<file path="src/rtl/pix_lut_pkg.sv">
package pix_lut_pkg;

  typedef enum logic [1:0] {
    SEL_CTRL0 = 2'd0,
    SEL_CTRL1 = 2'd1,
    SEL_INDEX = 2'd2,
    SEL_VALUE = 2'd3
  } reg_sel_e;

  // control bit positions
  localparam int VIEW_BIT  = 2;  // ctrl0: stored-image view
  localparam int LOAD_BIT  = 0;  // ctrl1: load permit
  localparam int BLANK_BIT = 1;  // ctrl1: blank display

endpackage

</file>
<file path="src/rtl/lut_host_regs.sv">
module lut_host_regs
  import pix_lut_pkg::*;
#(
  parameter int PIX_W = 8
) (
  input  logic             clk,
  input  logic             rst_n,
  input  logic             wr_en,
  input  logic [1:0]       sel,
  input  logic [PIX_W-1:0] wdata,
  output logic [PIX_W-1:0] idx_q,
  output logic             tbl_we,
  output logic [PIX_W-1:0] tbl_wdata,
  output logic             blank_q
);

  logic             view_q, load_q;
  logic             view_nxt, load_nxt, blank_nxt;
  logic [PIX_W-1:0] idx_nxt;
  logic             ctrl0_en, ctrl1_en, idx_en;

  always_comb begin
    ctrl0_en  = wr_en && (sel == SEL_CTRL0);
    ctrl1_en  = wr_en && (sel == SEL_CTRL1);
    idx_en    = wr_en && (sel == SEL_INDEX);
    view_nxt  = ctrl0_en ? wdata[VIEW_BIT]  : view_q;
    load_nxt  = ctrl1_en ? wdata[LOAD_BIT]  : load_q;
    blank_nxt = ctrl1_en ? wdata[BLANK_BIT] : blank_q;
    idx_nxt   = idx_en   ? wdata            : idx_q;
  end

  // gate: value writes land only with load permitted and stored view off
  always_comb begin
    tbl_we    = wr_en && (sel == SEL_VALUE) && load_q && !view_q;
    tbl_wdata = wdata;
  end

  always_ff @(posedge clk or negedge rst_n) begin
    if (!rst_n) begin
      view_q  <= 1'b0;
      load_q  <= 1'b0;
      blank_q <= 1'b0;
      idx_q   <= '0;
    end else begin
      view_q  <= view_nxt;
      load_q  <= load_nxt;
      blank_q <= blank_nxt;
      idx_q   <= idx_nxt;
    end
  end

  AST_IDX_HOLD: assert property (@(posedge clk) disable iff (!rst_n)
    !(wr_en && sel == SEL_INDEX) |=> $stable(idx_q));

endmodule

</file>
<file path="src/rtl/lut_table.sv">
module lut_table #(
  parameter int PIX_W = 8
) (
  input  logic             clk,
  input  logic             rst_n,
  input  logic             we,
  input  logic [PIX_W-1:0] waddr,
  input  logic [PIX_W-1:0] wdata,
  input  logic [PIX_W-1:0] raddr,
  output logic [PIX_W-1:0] rdata
);

  localparam int ENTRIES = 1 << PIX_W;

  logic [ENTRIES-1:0][PIX_W-1:0] tbl_q;

  for (genvar e = 0; e < ENTRIES; e++) begin : g_entry
    logic             hit;
    logic [PIX_W-1:0] ent_nxt;

    always_comb begin
      hit     = we && (waddr == PIX_W'(e));
      ent_nxt = hit ? wdata : tbl_q[e];
    end

    // reset value is the entry's own number: identity map
    always_ff @(posedge clk or negedge rst_n) begin
      if (!rst_n) tbl_q[e] <= PIX_W'(e);
      else        tbl_q[e] <= ent_nxt;
    end
  end

  assign rdata = tbl_q[raddr];

  AST_WR_LANDS: assert property (@(posedge clk) disable iff (!rst_n)
    we |=> tbl_q[$past(waddr)] == $past(wdata));

  AST_NO_STRAY_WR: assert property (@(posedge clk) disable iff (!rst_n)
    !we |=> $stable(tbl_q));

endmodule

</file>
<file path="src/rtl/lut_out_stage.sv">
module lut_out_stage #(
  parameter int PIX_W = 8
) (
  input  logic             clk,
  input  logic             rst_n,
  input  logic             valid_in,
  input  logic [PIX_W-1:0] lut_val,
  input  logic             blank,
  output logic             valid_out,
  output logic [PIX_W-1:0] pix_out,
  output logic             blank_out
);

  logic             valid_q, blank_q;
  logic [PIX_W-1:0] pix_q, pix_nxt;

  always_comb begin
    if (valid_in) pix_nxt = blank ? '0 : lut_val;
    else          pix_nxt = pix_q;
  end

  always_ff @(posedge clk or negedge rst_n) begin
    if (!rst_n) begin
      valid_q <= 1'b0;
      blank_q <= 1'b0;
      pix_q   <= '0;
    end else begin
      valid_q <= valid_in;
      blank_q <= blank;
      pix_q   <= pix_nxt;
    end
  end

  assign valid_out = valid_q;
  assign pix_out   = pix_q;
  assign blank_out = blank_q;

  AST_VALID_ALIGN: assert property (@(posedge clk) disable iff (!rst_n)
    valid_out == $past(valid_in));

  AST_BLANK_BLACK: assert property (@(posedge clk) disable iff (!rst_n)
    (valid_in && blank) |=> (pix_out == '0 && blank_out));

  AST_PIX_HOLD: assert property (@(posedge clk) disable iff (!rst_n)
    !valid_in |=> $stable(pix_out));

endmodule

</file>
<file path="src/rtl/pix_lut_top.sv">
module pix_lut_top
  import pix_lut_pkg::*;
#(
  parameter int PIX_W = 8
) (
  input  logic             clk,
  input  logic             rst_n,
  input  logic             reg_wr_en,
  input  logic [1:0]       reg_sel,
  input  logic [PIX_W-1:0] reg_wdata,
  input  logic             pix_valid_in,
  input  logic [PIX_W-1:0] pix_in,
  output logic             pix_valid_out,
  output logic [PIX_W-1:0] pix_out,
  output logic             blank_out
);

  logic             rst_meta, rst_sync;
  logic [PIX_W-1:0] idx_q, tbl_wdata, lut_val;
  logic             tbl_we, blank_q;

  // asynchronous assert, synchronous release
  always_ff @(posedge clk or negedge rst_n) begin
    if (!rst_n) begin
      rst_meta <= 1'b0;
      rst_sync <= 1'b0;
    end else begin
      rst_meta <= 1'b1;
      rst_sync <= rst_meta;
    end
  end

  lut_host_regs #(.PIX_W(PIX_W)) u_regs (
    .clk       (clk),
    .rst_n     (rst_sync),
    .wr_en     (reg_wr_en),
    .sel       (reg_sel),
    .wdata     (reg_wdata),
    .idx_q     (idx_q),
    .tbl_we    (tbl_we),
    .tbl_wdata (tbl_wdata),
    .blank_q   (blank_q)
  );

  lut_table #(.PIX_W(PIX_W)) u_table (
    .clk   (clk),
    .rst_n (rst_sync),
    .we    (tbl_we),
    .waddr (idx_q),
    .wdata (tbl_wdata),
    .raddr (pix_in),
    .rdata (lut_val)
  );

  lut_out_stage #(.PIX_W(PIX_W)) u_out (
    .clk       (clk),
    .rst_n     (rst_sync),
    .valid_in  (pix_valid_in),
    .lut_val   (lut_val),
    .blank     (blank_q),
    .valid_out (pix_valid_out),
    .pix_out   (pix_out),
    .blank_out (blank_out)
  );

endmodule

</file>
<file path="config.mk">
export PLATFORM = sky130hd
export DESIGN_NAME = pix_lut_top
export DESIGN_NICKNAME = d
export VERILOG_FILES = /design/src/rtl/pix_lut_pkg.sv /design/src/rtl/lut_host_regs.sv /design/src/rtl/lut_table.sv /design/src/rtl/lut_out_stage.sv /design/src/rtl/pix_lut_top.sv
export SDC_FILE = /design/constraint.sdc
export NUM_CORES = 2
export LEC_CHECK = 0
export BUFFER_PORTS_ARGS = -buffer_cell sky130_fd_sc_hd__buf_2
export CAP_MARGIN = 20
export CORE_ASPECT_RATIO = 1.2
export CORE_MARGIN = 2
export CORE_UTILIZATION = 65
export CTS_CLUSTER_DIAMETER = 200
export CTS_CLUSTER_SIZE = 14
export DETAILED_ROUTE_END_ITERATION = 16
export PLACE_DENSITY = 0.81
export SYNTH_ARGS = -nofsm -noshare
export SYNTH_HDL_FRONTEND = slang
export SYNTH_SLANG_ARGS = --single-unit
</file>
<file path="constraint.sdc">
create_clock -name clk -period 100.5 [get_ports clk]
set_clock_uncertainty 0.1 [all_clocks]
set_input_delay 10.05 -clock clk [delete_from_list [all_inputs] [get_ports clk]]
set_output_delay 10.05 -clock clk [all_outputs]
set_load 0.05 [all_outputs]
</file>
# After elaboration in Yosys (flattened, before gate mapping)
# Cells that the tools add are included.
[word_totals]
wordCells = 792
out_inout_bits = 10
register_bits = 2071
inputBits = 22
[op_classes]
n_lt_le_gt_ge = 1
eq_ne = 258
mux = 3
n_reduce_logical = 265
[op_table]
columns = ["op", "n"]
rows = [
  ["$eq 8x8->1 const B", 128],
  ["$eq 8x7->1 const B", 64],
  ["$logic_and 1x1->1", 262],
  ["$eq 8x6->1 const B", 32],
  ["$eq 8x5->1 const B", 16],
  ["$bmux 8 s8", 1],
  ["$eq 8x4->1 const B", 8],
  ["$eq 8x3->1 const B", 4],
  ["$eq 8x2->1 const B", 2],
  ["$mux 8", 2],
  ["$lt 8x9->1 const B", 1],
  ["$eq 8x1->1 const B", 1],
  ["$logic_not 8->1", 1],
  ["$eq 2x2->1 const B", 2],
  ["$eq 2x1->1 const B", 1],
  ["$logic_not 2->1", 1],
  ["$logic_not 1->1", 1],
]

# Longest topological paths before layout
[depth]
depth_word = 5
mapped_depth = 13
mapped_depth_nobuf = 7

# Hierarchy
# From an unflattened synthesis, not the netlist that was laid out.
[unflattened]
cells_unflattened = 6096
hier_area_um2 = 95427.8
[by_module_without_submodules]
columns = ["mod", "cells_per_inst", "n_inst", "area_per_inst_um2", "seq_area_each_um2"]
rows = [
  ["lut_table", 6023, 1, 94478.1, 52530.4],
  ["lut_host_regs", 35, 1, 504.2, 275.3],
  ["lut_out_stage", 35, 1, 391.6, 250.2],
  ["pix_lut_top", 3, 1, 53.8, 50.0],
]

# Least setup slack after synthesis
# Ideal clock, no wire load.
[synth_timing]
kind = "input to register"
startpoint = "in pix_in[0]"
endpoint = "reg u_out.pix_q[3] (netlist: u_out.pix_out[3])"
setup_ns = 0.126
arrival_time_ns = 11.904
cell_stages = 8
required_ns = 100.274
n_path_buf = 3
slack_ns = 88.370
cell_sequence = "buf_6 buf_12 buf_6 mux4_2 mux4_2 a311oi_1 o21ai_0 o311a_1"
[synth_via]
elab_chain_len = 3
[synth_rtl]
columns = ["element", "line", "rtl"]
rows = [
  ["from (decl)", "pix_lut_top.sv:12", "input logic [PIX_W-1:0] pix_in,"],
  ["$bmux 8 s8", "lut_table.sv:33", "assign rdata = tbl_q[raddr];"],
  ["$mux 8 (not written as such)", "lut_table.sv:33", ""],
  ["$mux 8", "lut_out_stage.sv:18", "if (valid_in) pix_nxt = blank ? '0 : lut_val;"],
  ["to (signal assigned)", "lut_out_stage.sv:30", "pix_q <= pix_nxt;"],
  ["to (decl)", "lut_out_stage.sv:15", "logic [PIX_W-1:0] pix_q, pix_nxt;"],
]
# Every way passes these cells. The select of a mux whose other input is x is not followed.
# A chain may end at the register's enable or synchronous reset.

# Worst setup path in the final report
[layout_timing]
startpoint = "in pix_in[0]"
endpoint = "reg u_out.pix_q[6] (netlist: u_out.pix_out[6])"
# Same word-level chain as after synthesis.

==> impl_table.tex <==
\begin{tabular}{lr}
\hline
Metric & Value \\
\hline
\multicolumn{2}{l}{\textbf{Outcome}} \\
Run status & finished, final reports clean \\
\multicolumn{2}{l}{\textbf{STA}} \\
Max-slew headroom at the worst pin & 0.145 \\
Setup total negative slack & 0 ns \\
Worst hold slack & around 0.25 ns \\
Count of endpoints failing hold in the final timing report & 0 \\
Finish-stage setup viols & 0 \\
Time the worst path needs with I/O delays and setup & $\sim$15 ns \\
Final count of pins violating max slew & 0 \\
Final clock period utilization by the worst path & 0.147 \\
Highest clock rate & $\sim$68 MHz \\
Unrepaired setup endpoints after global routing & no \\
Worst Tran Pin Value & about 1.3 ns \\
\multicolumn{2}{l}{\textbf{Global route}} \\
Number of global-route vias before repair & approximately 58000 \\
Global route total overflow & 0 \\
Antenna violations before repair & 6 \\
Wire length of the first global-routing pass & between 300000 and 400000 um \\
Pin count of the biggest net entering global routing & 190 \\
All-Layer GR Usage & 0.326 \\
\multicolumn{2}{l}{\textbf{Power and ir drop}} \\
Maximum VDD drop & just under 0.02 mV \\
Leakage dissipation & 45.2 nW \\
Total power density per cell area & $\sim$15 nW/um\^{}2 \\
\multicolumn{2}{l}{\textbf{Die}} \\
I/O Pins & 32 \\
Core Footprint & approximately 150000 um\^{}2 \\
Die outline width & approximately 360 um \\
Initial standard-cell utilization of the core & 0.652 \\
Std cell rows & around 160 \\
Total Die Area & 152000 um\^{}2 \\
Die span in y & 426 um \\
\multicolumn{2}{l}{\textbf{Setup path}} \\
Worst-path maximum fanout & roughly 100 \\
Critical path required time & 101.08 ns \\
Worst setup EP type & flip-flop \\
Data arrival time at the worst-slack endpoint & about 15 ns \\
Register-to-register setup slack & between 90 and 100 ns \\
Worst r2r src & rst\_sync \\
Worst setup path class & in -> reg \\
Reg2reg end & u\_table.tbl\_q[1712] \\
Number of cells on the worst reg-to-reg path & 5 \\
Sort of element at the start of the critical path & input pin \\
\multicolumn{2}{l}{\textbf{Yosys}} \\
Share of flip-flops with an asynchronous set or reset after synthesis & 1.00 \\
Proportion of synthesized chip area in sequential cells & 0.549 \\
Syn. warnings & 0 \\
Post-synthesis net count & between 6000 and 7000 \\
Cell type contributing the most total cell area after synthesis & dfstp\_2 \\
Most repeated cell in the gate-level netlist after synthesis & mux2\_2 \\
Post-synthesis register bit count & approximately 2100 \\
Most frequently used flop master after synthesis & dfrtp\_1 \\
Count of flip-flops with a built-in enable after synthesis & 0 \\
Synthesized cell area & between 90000 and 100000 um\^{}2 \\
Most numerous cell types in the synthesized netlist & 2065 x mux2\_2, 1047 x dfrtp\_1, 1024 x dfstp\_2 \\
Most area-consuming cells after synthesis & dfstp\_2 28\%, dfrtp\_1 27\%, mux2\_2 24\% \\
Number of library cell types mapped by synthesis & between 60 and 70 \\
Fraction of post-synthesis cell area in the top cell type by area & 0.278 \\
Synthesized instance count & just over 6000 \\
Per-instance average area after synthesis & 15.6 um\^{}2 \\
\multicolumn{2}{l}{\textbf{Min path}} \\
Min-Delay Path Depth & 0 \\
Hold Path Origin & rst\_meta \\
Endpoint of the worst hold path & rst\_sync \\
Class of the tightest hold or removal check & reg -> reg \\
\multicolumn{2}{l}{\textbf{Finish}} \\
Area overhead of the layout relative to synthesis & 6.03\% \\
Total non-filler cell area in the finished layout & slightly above 100000 um\^{}2 \\
Share of post-route cells with drive strength above 1 & 0.637 \\
NumNets Final & 6041 \\
\multicolumn{2}{l}{\textbf{Route}} \\
Total number of vias & 55275 \\
WL/cell & between 20 and 30 um \\
Wirelength, routed & approximately 240000 um \\
Remaining antenna violation count & 0 \\
Drt pass-1 iters & 5 \\
DRC Markers & 0 \\
Number of design-rule violations left by the first detailed-router iteration & 4938 \\
Per-cell via count in the routed design & 6.81 \\
\multicolumn{2}{l}{\textbf{Clock network}} \\
Maximum level of the CTS H-tree & 4 \\
Clock Root Buffer & clkbuf\_16 \\
Post CTS Setup Buffer Count & 0 \\
Clock-pin slew on the worst setup and hold paths & $\sim$0.07 ns \\
Post-cts hold buffer count & 0 \\
Maximum root-to-sink buffer count & 3 \\
Clk sinks & 2071 \\
Clock insertion delay at the later pin of the skew report & around 0.82 ns \\
Resized cells post-CTS & 0 \\
TritonCTS clock tree & built \\
CTS buffer count & between 150 and 200 \\
\multicolumn{2}{l}{\textbf{Placed design}} \\
Port Buf Inserts & 31 \\
Final weighted congestion in routability-driven placement & around 0.90 \\
DP Area & 97600 um\^{}2 \\
Estimated wirelength of the detail-placed design & 151000 um \\
\multicolumn{2}{l}{\textbf{Run}} \\
Max-cap viol count & 0 \\
\hline
\end{tabular}
[cells by family (layout without fill, tap and decap cells)]
kind of cell    count (synthesis)  count (layout)  share of synthesized area
compound gates                364             364                     0.0285
buf+inv                       470             437                     0.0280
flops                        2071            2071                      0.549
mux                          2775            2775                      0.369
other cells                     1               3                  0.0000388
simple gates                  507             507                     0.0249
[worst max-delay path by stage]
stage / start / slack, ns / end
3_3_place_gp: pix_in[0] / 84.82 / u_out.pix_out[6]
6_report: pix_in[0] / 85.75 / u_out.pix_out[6]
4_1_cts: pix_in[0] / 85.73 / u_out.pix_out[6]
2_1_floorplan: rst_sync / 40.18 / u_out.blank_out
5_1_grt: pix_in[0] / 85.49 / u_out.pix_out[6]
3_5_place_dp: pix_in[0] / 84.86 / u_out.pix_out[6]
[cells in the final DEF, fill, tap and decap left out, types with 19 or more instances in the layout]
| cell type | netlist | layout |
|---|---|---|
| o22ai_1 | 81 | 81 |
| mux4_2 | 391 | 391 |
| a21oi_1 | 47 | 47 |
| nor3_1 | 25 | 24 |
| mux2i_1 | 292 | 292 |
| mux4_1 | 27 | 27 |
| mux2_2 | 2065 | 2065 |
| nand2_1 | 197 | 190 |
| clkbuf_1 | 301 | 129 |
| clkbuf_16 | 0 | 171 |
| buf_4 | 28 | 84 |
| dfrtp_1 | 1047 | 1046 |
| dfstp_2 | 1024 | 1024 |
| nor2_2 | 101 | 101 |
| nor2_1 | 97 | 96 |
| o221ai_1 | 108 | 108 |
| buf_2 | 55 | 19 |
| a211oi_1 | 41 | 41 |
| nor2b_1 | 24 | 23 |
[critical path, stage by stage]
cell      delay [ns]
buf_8           0.54
buf_4           0.68
buf_4           0.80
buf_12          0.69
mux4_1          0.65
o22ai_1         0.19
a211oi_2        0.07
nor4_1          1.03
a211o_1         0.32
o32ai_1         0.11
[layer usage]
metal,track usage,share of wire
met1,0.434,0.40
met2,0.524,0.49
met3,0.0622,0.065
met4,0.147,0.049
met5,0,0.00011
[final cells by class]
cell class	count	area [um^2]
sequential	2071	53100
fill	9738	45700
multi-input combinational	3647	41000
clock buffer	300	4760
tap	1962	2450
timing repair buffer	128	1160
clock inverter	3	26.3
inverter	6	25.0
antenna	2	5.00
[flip-flops by register name, summed over array words and instances, names as in the netlist]
name             cells
u_regs.load_q        1
rst_sync             1
u_regs.blank_q       1
u_out.pix_out        8
u_regs.idx_q         8
u_table.tbl_q     2048
u_out.valid_out      1
rst_meta             1
u_out.blank_out      1
u_regs.view_q        1
[power by group]
part	total (mW)	internal, mW	switching, mW
Clock	0.615	0.319	0.296
Combinational	0.106	0.0301	0.0758
Sequential	0.858	0.849	0.00876
[through the flow]
stage / std cells / power [mW] / util / worst slack (ns)
floorplan: 6188 / 0.941 / - / 40.18
global placement: 7805 / 0.974 / 0.658 / 84.82
detailed placement: 7809 / 0.977 / 0.659 / 84.86
CTS: 8112 / 1.59 / 0.691 / 85.73
global route: 8117 / 1.63 / 0.692 / 85.49
finish: 8119 / 1.58 / 0.692 / 85.75
No activity file was read; power rests on OpenSTA's default activity.
